$ cat src/rtl/astx_pkg.sv
package astx_pkg;
  localparam int DATA_MAX = 8;
  localparam int DATA_MIN = 5;
  localparam int FRAME_W  = 1 + DATA_MAX + 1 + 2;
  localparam int BITS_W   = $clog2(FRAME_W + 1);

  typedef struct packed {
    logic capture;
    logic load;
    logic shift;
  } txStrobe_t;
endpackage

$ cat src/rtl/astx_ctrl.sv
module astx_ctrl
  import astx_pkg::*;
#(
  parameter int DIV_MID  = 16,
  parameter int DIV_HIGH = 64
) (
  input  logic       clk,
  input  logic       rst,
  input  logic       txEnable,
  input  logic       wrStrobe,
  input  logic [1:0] charLen,
  input  logic       parityEn,
  input  logic       twoStop,
  input  logic [1:0] rateSel,
  output txStrobe_t  strobe,
  output logic       txReady,
  output logic       txEmpty
);
  localparam int DIV_W = (DIV_HIGH > 1) ? $clog2(DIV_HIGH) : 1;

  logic              holdFull;
  logic              busy;
  logic [DIV_W-1:0]  divCnt;
  logic [DIV_W-1:0]  divLast;
  logic [BITS_W-1:0] bitsLeft;
  logic [BITS_W-1:0] frameLen;
  logic [DIV_W-1:0]  divPick;
  logic              tick;
  logic              frameEnd;
  logic              startOk;

  // start, data, optional parity, one or two stops
  assign frameLen = BITS_W'(1 + DATA_MIN + 1) + BITS_W'(charLen)
                  + BITS_W'(parityEn) + BITS_W'(twoStop);

  always_comb begin
    unique case (rateSel)
      2'd0:    divPick = '0;
      2'd1:    divPick = DIV_W'(DIV_MID - 1);
      default: divPick = DIV_W'(DIV_HIGH - 1);
    endcase
  end

  assign tick     = busy && (divCnt == divLast);
  assign frameEnd = tick && (bitsLeft == BITS_W'(1));
  assign startOk  = holdFull && txEnable && (!busy || frameEnd);

  assign strobe.capture = wrStrobe && !holdFull;
  assign strobe.load    = startOk;
  assign strobe.shift   = tick;

  always_ff @(posedge clk) begin
    if (rst) begin
      holdFull <= 1'b0;
      busy     <= 1'b0;
      divCnt   <= '0;
      divLast  <= '0;
      bitsLeft <= '0;
    end else begin
      if (strobe.capture)   holdFull <= 1'b1;
      else if (strobe.load) holdFull <= 1'b0;

      if (strobe.load) begin
        busy     <= 1'b1;
        divCnt   <= '0;
        divLast  <= divPick;
        bitsLeft <= frameLen;
      end else if (busy) begin
        if (tick) begin
          divCnt   <= '0;
          bitsLeft <= bitsLeft - BITS_W'(1);
          if (frameEnd) busy <= 1'b0;
        end else begin
          divCnt <= divCnt + DIV_W'(1);
        end
      end
    end
  end

  assign txReady = !holdFull;
  assign txEmpty = !busy;

  AST_NO_START_DISABLED: assert property (@(posedge clk) disable iff (rst)
    (!txEnable && !busy) |=> !busy);
  AST_DIV_IN_RANGE: assert property (@(posedge clk) disable iff (rst)
    busy |-> (divCnt <= divLast));
  AST_READY_DROP: assert property (@(posedge clk) disable iff (rst)
    (wrStrobe && txReady) |=> !txReady);
endmodule

$ cat src/rtl/astx_datapath.sv
module astx_datapath
  import astx_pkg::*;
(
  input  logic                clk,
  input  logic                rst,
  input  txStrobe_t           strobe,
  input  logic [DATA_MAX-1:0] wrData,
  input  logic [1:0]          charLen,
  input  logic                parityEn,
  input  logic                parityOdd,
  output logic                txLine
);
  logic [DATA_MAX-1:0] holdReg;
  logic [FRAME_W-1:0]  shReg;
  logic [FRAME_W-1:0]  frameNext;
  logic                parBit;
  int                  dataLen;

  always_comb begin
    dataLen      = DATA_MIN + int'(charLen);
    frameNext    = '1;
    frameNext[0] = 1'b0;
    parBit       = parityOdd;
    for (int i = 0; i < DATA_MAX; i++) begin
      if (i < dataLen) begin
        frameNext[1 + i] = holdReg[i];
        parBit           = parBit ^ holdReg[i];
      end
    end
    if (parityEn) frameNext[1 + dataLen] = parBit;
  end

  always_ff @(posedge clk) begin
    if (rst) begin
      holdReg <= '0;
      shReg   <= '1;
    end else begin
      if (strobe.capture) holdReg <= wrData;
      if (strobe.load)        shReg <= frameNext;
      else if (strobe.shift)  shReg <= {1'b1, shReg[FRAME_W-1:1]};
    end
  end

  assign txLine = shReg[0];

  AST_LOAD_START_LOW: assert property (@(posedge clk) disable iff (rst)
    strobe.load |=> !txLine);
endmodule

$ cat src/rtl/astx_top.sv
module astx_top
  import astx_pkg::*;
#(
  parameter int DIV_MID  = 16,
  parameter int DIV_HIGH = 64
) (
  input  logic       clk,
  input  logic       rst,
  input  logic       txEnable,
  input  logic [1:0] charLen,
  input  logic       parityEn,
  input  logic       parityOdd,
  input  logic       twoStop,
  input  logic [1:0] rateSel,
  input  logic       wrStrobe,
  input  logic [7:0] wrData,
  output logic       txLine,
  output logic       txReady,
  output logic       txEmpty
);
  txStrobe_t strobe;

  astx_ctrl #(.DIV_MID(DIV_MID), .DIV_HIGH(DIV_HIGH)) ctrl_i (
    .clk(clk), .rst(rst), .txEnable(txEnable), .wrStrobe(wrStrobe),
    .charLen(charLen), .parityEn(parityEn), .twoStop(twoStop),
    .rateSel(rateSel), .strobe(strobe), .txReady(txReady), .txEmpty(txEmpty)
  );

  astx_datapath dp_i (
    .clk(clk), .rst(rst), .strobe(strobe), .wrData(wrData),
    .charLen(charLen), .parityEn(parityEn), .parityOdd(parityOdd),
    .txLine(txLine)
  );

  AST_IDLE_HIGH: assert property (@(posedge clk) disable iff (rst)
    txEmpty |-> txLine);
  AST_START_ON_LOAD: assert property (@(posedge clk) disable iff (rst)
    $fell(txEmpty) |-> (!txLine && txReady));
endmodule

$ cat config.mk
export PLATFORM = sky130hd
export DESIGN_NAME = astx_top
export DESIGN_NICKNAME = d
export VERILOG_FILES = /design/src/rtl/astx_pkg.sv /design/src/rtl/astx_ctrl.sv /design/src/rtl/astx_datapath.sv /design/src/rtl/astx_top.sv
export SDC_FILE = /design/constraint.sdc
export NUM_CORES = 1
export LEC_CHECK = 0
export ABC_AREA = 0
export BUFFER_PORTS_ARGS = -buffer_cell sky130_fd_sc_hd__buf_2
export CAP_MARGIN = 20
export CELL_PAD_IN_SITES_DETAIL_PLACEMENT = 0
export CELL_PAD_IN_SITES_GLOBAL_PLACEMENT = 1
export CORE_UTILIZATION = 39
export DETAILED_ROUTE_END_ITERATION = 6
export PLACE_DENSITY = 0.79
export SLEW_MARGIN = 40
export SYNTH_ARGS = -nofsm -noshare
export SYNTH_HDL_FRONTEND = slang
export SYNTH_SLANG_ARGS = --single-unit
export TNS_END_PERCENT = 100
$ cat constraint.sdc
create_clock -name clk -period 2.3 [get_ports clk]
set_input_delay 0.23 -clock clk [delete_from_list [all_inputs] [get_ports clk]]
set_output_delay 0.23 -clock clk [all_outputs]
set_load 0.005 [all_outputs]
After elaboration in Yosys (flattened, before gate mapping)
Index checks and enable logic that the tools add are counted.
W data, S select, Z words.
{"block": "classes", "add_sub_neg": 7, "n_reduce_logical": 15, "n_mux": 33, "n_bitwise": 8, "order_cmp": 10, "eq_ne": 3}
{"cell": "$lt A4 B32 Y1 const A", "n": 4}
{"cell": "$lt A3 B32 Y1 const A", "n": 2}
{"cell": "$mux W12", "n": 3}
{"cell": "$add A2 B32 Y32 const A", "n": 1}
{"cell": "$ge A32 B1 Y1 const B", "n": 1}
{"cell": "$lt A1 B32 Y1 const A", "n": 1}
{"cell": "$lt A2 B32 Y1 const A", "n": 1}
{"cell": "$lt A32 B6 Y1 const B", "n": 1}
{"cell": "$mux W1", "n": 23}
{"cell": "$bwmux W12", "n": 1}
{"cell": "$mux W4", "n": 3}
{"cell": "$pmux W6 S2", "n": 1}
{"cell": "$add A3 B2 Y4 const A", "n": 2}
{"cell": "$add A4 B1 Y4", "n": 2}
{"cell": "$xor A1 B1 Y1", "n": 8}
{"cell": "$add A6 B1 Y6 const B", "n": 1}
{"cell": "$eq A6 B6 Y1", "n": 1}
{"cell": "$logic_and A1 B1 Y1", "n": 6}
{"cell": "$mux W6", "n": 1}
{"cell": "$reduce_bool A2 Y1", "n": 3}
{"cell": "$demux W1 S4", "n": 1}
{"cell": "$eq A4 B1 Y1 const B", "n": 1}
{"cell": "$sub A4 B1 Y4 const B", "n": 1}
{"cell": "$eq A2 B1 Y1 const B", "n": 1}
{"cell": "other kinds (5)", "n": 6}
{"block": "word_totals", "out_inout_bits": 3, "word_cells": 83, "input_bits": 19, "ff_bits": 38}

Logic depth before layout (Yosys ltp)
{"block": "depth", "word_depth": 20, "mapped_depth": 11, "ltp_nobuf": 10}

By module
Synthesis repeated with hierarchy kept, for this count alone.
{"block": "unflattened", "cells_unflattened": 228, "hier_area_um2": 1986.9}
{"module": "astx_datapath", "cells_per_inst": 119, "area_each_um2": 1073.5, "seq_area_each_um2": 400.4, "n_inst": 1}
{"module": "astx_ctrl", "cells_per_inst": 109, "area_each_um2": 913.4, "seq_area_each_um2": 280.3, "n_inst": 1}

Worst setup path after synthesis
Ideal clock, no wire load.
{"block": "synth_path", "kind": "input port to flip-flop", "startpoint": "input charLen[1]", "endpoint": "register dp_i.shReg[4]", "t_required_ns": 2.178, "arrival_ns": 2.179, "path_slack_ns": -0.001, "stages": 11, "setup_time_ns": 0.122, "n_path_buf": 1, "cell_sequence": "buf_2 -> inv_1 -> nor2_1 -> inv_1 -> ha_1 -> nor2b_1 -> xnor2_1 -> xnor2_2 -> xnor2_1 -> o211ai_1 -> a221o_1"}
{"block": "synth_between", "elab_chain_len": 20, "word_cells_on_any_way": 34, "cone_classes": "add/sub (2); order compare (10); mux (14); bitwise (7); reduce/logical (1)"}
{"element": "start, declared", "line_no": "astx_top.sv:10", "rtl": "input logic [1:0] charLen,"}
{"element": "$add A3 B2 Y4 *", "line_no": "astx_datapath.sv:20", "rtl": "dataLen = DATA_MIN + int'(charLen);"}
{"element": "$lt A1 B32 Y1", "line_no": "astx_datapath.sv:25", "rtl": "if (i < dataLen) begin"}
{"element": "$mux W1", "line_no": "astx_datapath.sv:25"}
{"element": "$xor A1 B1 Y1", "line_no": "astx_datapath.sv:27", "rtl": "parBit = parBit ^ holdReg[i];"}
{"element": "$mux W1", "line_no": "astx_datapath.sv:25"}
{"element": "$xor A1 B1 Y1", "line_no": "astx_datapath.sv:27"}
{"element": "$mux W1", "line_no": "astx_datapath.sv:25"}
{"element": "$xor A1 B1 Y1", "line_no": "astx_datapath.sv:27"}
{"element": "[... 4 more ...]"}
{"element": "$mux W1", "line_no": "astx_datapath.sv:25"}
{"element": "$xor A1 B1 Y1", "line_no": "astx_datapath.sv:27"}
{"element": "$mux W1", "line_no": "astx_datapath.sv:25"}
{"element": "$xor A1 B1 Y1", "line_no": "astx_datapath.sv:27"}
{"element": "$mux W1", "line_no": "astx_datapath.sv:25"}
{"element": "$bwmux W12", "line_no": "astx_datapath.sv:30", "rtl": "if (parityEn) frameNext[1 + dataLen] = parBit;"}
{"element": "$mux W12 *", "line_no": "astx_datapath.sv:30"}
{"element": "$mux W12 *", "line_no": "astx_datapath.sv:39", "rtl": "if (strobe.load) shReg <= frameNext;"}
{"element": "end signal, assigned", "line_no": "astx_datapath.sv:39"}
{"element": "end signal, assigned", "line_no": "astx_datapath.sv:40", "rtl": "else if (strobe.shift) shReg <= {1'b1, shReg[FRAME_W-1:1]};"}
{"element": "end, declared", "line_no": "astx_datapath.sv:14", "rtl": "logic [FRAME_W-1:0] shReg;"}
Every way passes the cells marked *; elsewhere a longest branch is shown, timed or not.
A chain may end at the register's enable or synchronous reset.

Worst setup path after layout
{"block": "layout_path", "startpoint": "register ctrl_i.bitsLeft[1]", "endpoint": "register dp_i.shReg[5]"}
{"block": "layout_between", "elab_chain_len": 5, "word_cells_on_any_way": 6, "cone_classes": "eq/ne (1); mux (1); reduce/logical (4)"}
{"element": "start, declared", "line_no": "astx_ctrl.sv:25", "rtl": "logic [BITS_W-1:0] bitsLeft;"}
{"element": "start signal, assigned", "line_no": "astx_ctrl.sv:67", "rtl": "bitsLeft <= frameLen;"}
{"element": "start signal, assigned", "line_no": "astx_ctrl.sv:71", "rtl": "bitsLeft <= bitsLeft - BITS_W'(1);"}
{"element": "$eq A4 B1 Y1 *", "line_no": "astx_ctrl.sv:45", "rtl": "assign frameEnd = tick && (bitsLeft == BITS_W'(1));"}
{"element": "$logic_and A1 B1 Y1 *", "line_no": "astx_ctrl.sv:45"}
{"element": "$logic_or A1 B1 Y1 *", "line_no": "astx_ctrl.sv:46", "rtl": "assign startOk = holdFull && txEnable && (!busy || frameEnd);"}
{"element": "$logic_and A1 B1 Y1 *", "line_no": "astx_ctrl.sv:46"}
{"element": "$mux W12 / $reduce_bool A2 Y1 (equally long branches)"}
Marked as above.

==> run summary <==
DP HPWL: 3240 um
Setup CP Type: reg -> reg
Vias in the first global route: 1620
Power Dens Cells: 708 nW/um^2
Crit path buf inv count: 2
Core box area: 4720 um^2
Die area: 5200 um^2
H-tree depth: 2
Rows: 25
Global placement routability congestion: 0.767
GRT Util Overall: 18.8%
Vias per cell: 5.15
F_max: 0.470 GHz
EDFF count, synth: 0
Distinct cell type count after synthesis: 43
Final ANT Viol Nets: 0
Most common cell after layout, fill and taps aside: nand2_1
Final setup margin: 0.173 ns
CTS max path bufs: 2
Mean Syn Cell Area: 7.92 um^2
Crit path max-delay cell type: or3b_2
Overflow after GRT: 0
Overall power: 1.61 mW
Clock Skew: 0.00896 ns
Max_cap viols: 0
Drt drc: 0
Hold Path Class: in -> reg
Post-place setup slack: 0.104 ns
Layout Utilization: 48.1%
Post-synthesis register bit count: 34
Worst endpoint required time: 2.47 ns
Initial Utilization: 40.6%
Critical path fanouts, max: 8
Fin crit share: 92.5%
Total iterations of the first detailed-routing run: 4
Antenna cell count: 0
Commonest non-fill, non-tap cells in the layout: nand2_1 (42), dfxtp_1 (34), a21oi_1 (26)
IO Pins: 22
CP top delay family: simple AND/OR/NAND/NOR gates
Initial antenna violation count: 0
Sequential share of the synthesized area: 35.5%
WL/cell: 13.2 um
Post-Syn Instances: 242
Worst slew margin: 57.6%
First-pass GRT wire length: 7620 um
Final setup viols: 0
Routed WL: 4470 um
Leak: 0.888 nW
TritonCTS Buffers: 5
Number of synthesis warnings: 0
Top FF cell, synth: dfxtp_1
Via count: 1751
Synthesized area: 1920 um^2
Max IR drop VDD: 0.395 mV
Clock sinks: 34
IO Port Bufs: 21
Clk pin slew, worst setup/hold paths: 0.08 ns
Pins Over Slew Limit: 0
Worst setup EP type: flop
Worst EP arrival: 2.29 ns
Clock latency at the later pin of the worst-skew pair: 0.28 ns
RSZ-0062 raised after global routing: no
TritonCTS clock tree: done
CP Launch Type: flop
Postcts setup bufs: 0
Die height: 72.1 um
CTS root buf: clkbuf_8
CP max stage delay: 0.50 ns
Final nets: 300
Fin crit period: 2.13 ns
Chip width: 72.1 um
Area delta synth->final: 18.4%
Fin. Hold Viols: 0
Pin slew with the least headroom to its limit: 0.636 ns
Iter 0 DRT Violations: 59
Layout cells sized above 1: 17.6%
Pin count of the biggest net entering global routing: 35
Setup TNS: 0 ns
Status: complete, no violations
Synthesized Nets: 270
Cell-by-cell trace of the critical path: inv_1, ha_1, or3b_2, nor2_2, a31o_1, buf_4, o211ai_1, a221o_1
Async set or reset register ratio after synthesis: 0%
worst register-to-register path, stage by stage, from the launching register on:
cell      delay (ns)
dfxtp_1         0.34
inv_1           0.08
ha_1            0.13
or3b_2          0.50
nor2_2          0.15
a31o_1          0.21
buf_4           0.18
o211ai_1        0.09
a221o_1         0.33
sequential cells by signal (all words and copies together), names as in the netlist:
signal and flops:
ctrl_i.bitsLeft 4, ctrl_i.busy 1, ctrl_i.divCnt 6, ctrl_i.divLast 2
ctrl_i.holdFull 1, dp_i.holdReg 8, dp_i.shReg 12
logic make-up after synthesis:
| kind of cell | Yosys count | share of synthesized area (%) |
|---|---|---|
| AOI/OAI and AO/OA | 65 | 22.1 |
| xor gates and xnor gates | 14 | 6.79 |
| adders and majority gates | 9 | 6.27 |
| buffers and inverters | 23 | 5.35 |
| DFF | 34 | 35.5 |
| muxes | 2 | 1.04 |
| and+or+nand+nor | 95 | 22.9 |
synthesized netlist by cell type, drive strengths merged, types with 3 or more instances:
library cell	number	area [um^2]
xnor2	9	86.3
nor2b	3	18.8
nand4	4	25.0
o21ai	10	50.1
nor3b	3	22.5
nor2	15	56.3
nand3	9	45.0
a211oi	3	22.5
a221o	3	30.0
dfxtp	34	681
o22ai	5	45.0
xor2	5	43.8
clkbuf	7	26.3
nor3	11	55.1
a21oi	26	130
buf	6	38.8
and3	3	18.8
ha	8	100
inv	10	37.5
nand2	42	158
area by class of cell:
type	instances	area, um^2
clock buffer	7	76.3
clock inverter	1	30.0
fill	488	2450
inverter	10	37.5
multi-input combinational	185	1140
sequential	34	681
tap	67	83.8
timing repair buffer	36	218
per-layer routing:
layer | vias to the layer above | global-route usage [%] | wire [um]
met1 | 787 | 23.9 | 2200
met4 | 0 | 7.19 | 91
met3 | 9 | 3.75 | 143
met2 | 36 | 31.3 | 2040
met5 | - | 0 | 0
li1 | 919 | - | -
per-stage QoR:
step | hold WS (ns) | cells | instance area (um^2)
final | 0.184 | 340 | 2270
after global routing | 0.185 | 340 | 2270
after CTS | 0.177 | 340 | 2270
after detailed placement | 0.459 | 332 | 2160
after global placement | 0.450 | 332 | 2160
after floorplan | 0.366 | 242 | 1920
report_power, final:
group          internal (mW)  total, mW  switching [mW]  leakage, nW
Sequential             0.635      0.669          0.0336        0.279
Combinational          0.174      0.389           0.215        0.557
Clock                  0.325      0.549           0.225       0.0524
repair_timing:
| action | in CTS | in global routing |
|---|---|---|
| setup endpoints to repair | 0 | 6 |
| gates resized for setup | 0 | 1 |
| endpoints found under the hold margin | 0 | 0 |
| hold buffers | 0 | 0 |
final timing paths:
path | depth (start not counted) | from | end | slack (ns)
hold reg to reg | 2 | dp_i.holdReg[6] | dp_i.holdReg[6] | 0.47
hold / removal | 3 | wrData[6] | dp_i.holdReg[6] | 0.18
setup reg to reg | 8 | ctrl_i.bitsLeft[1] | dp_i.shReg[5] | 0.17
setup / recovery | 8 | ctrl_i.bitsLeft[1] | dp_i.shReg[5] | 0.17
No activity file was read; power rests on OpenSTA's default activity.
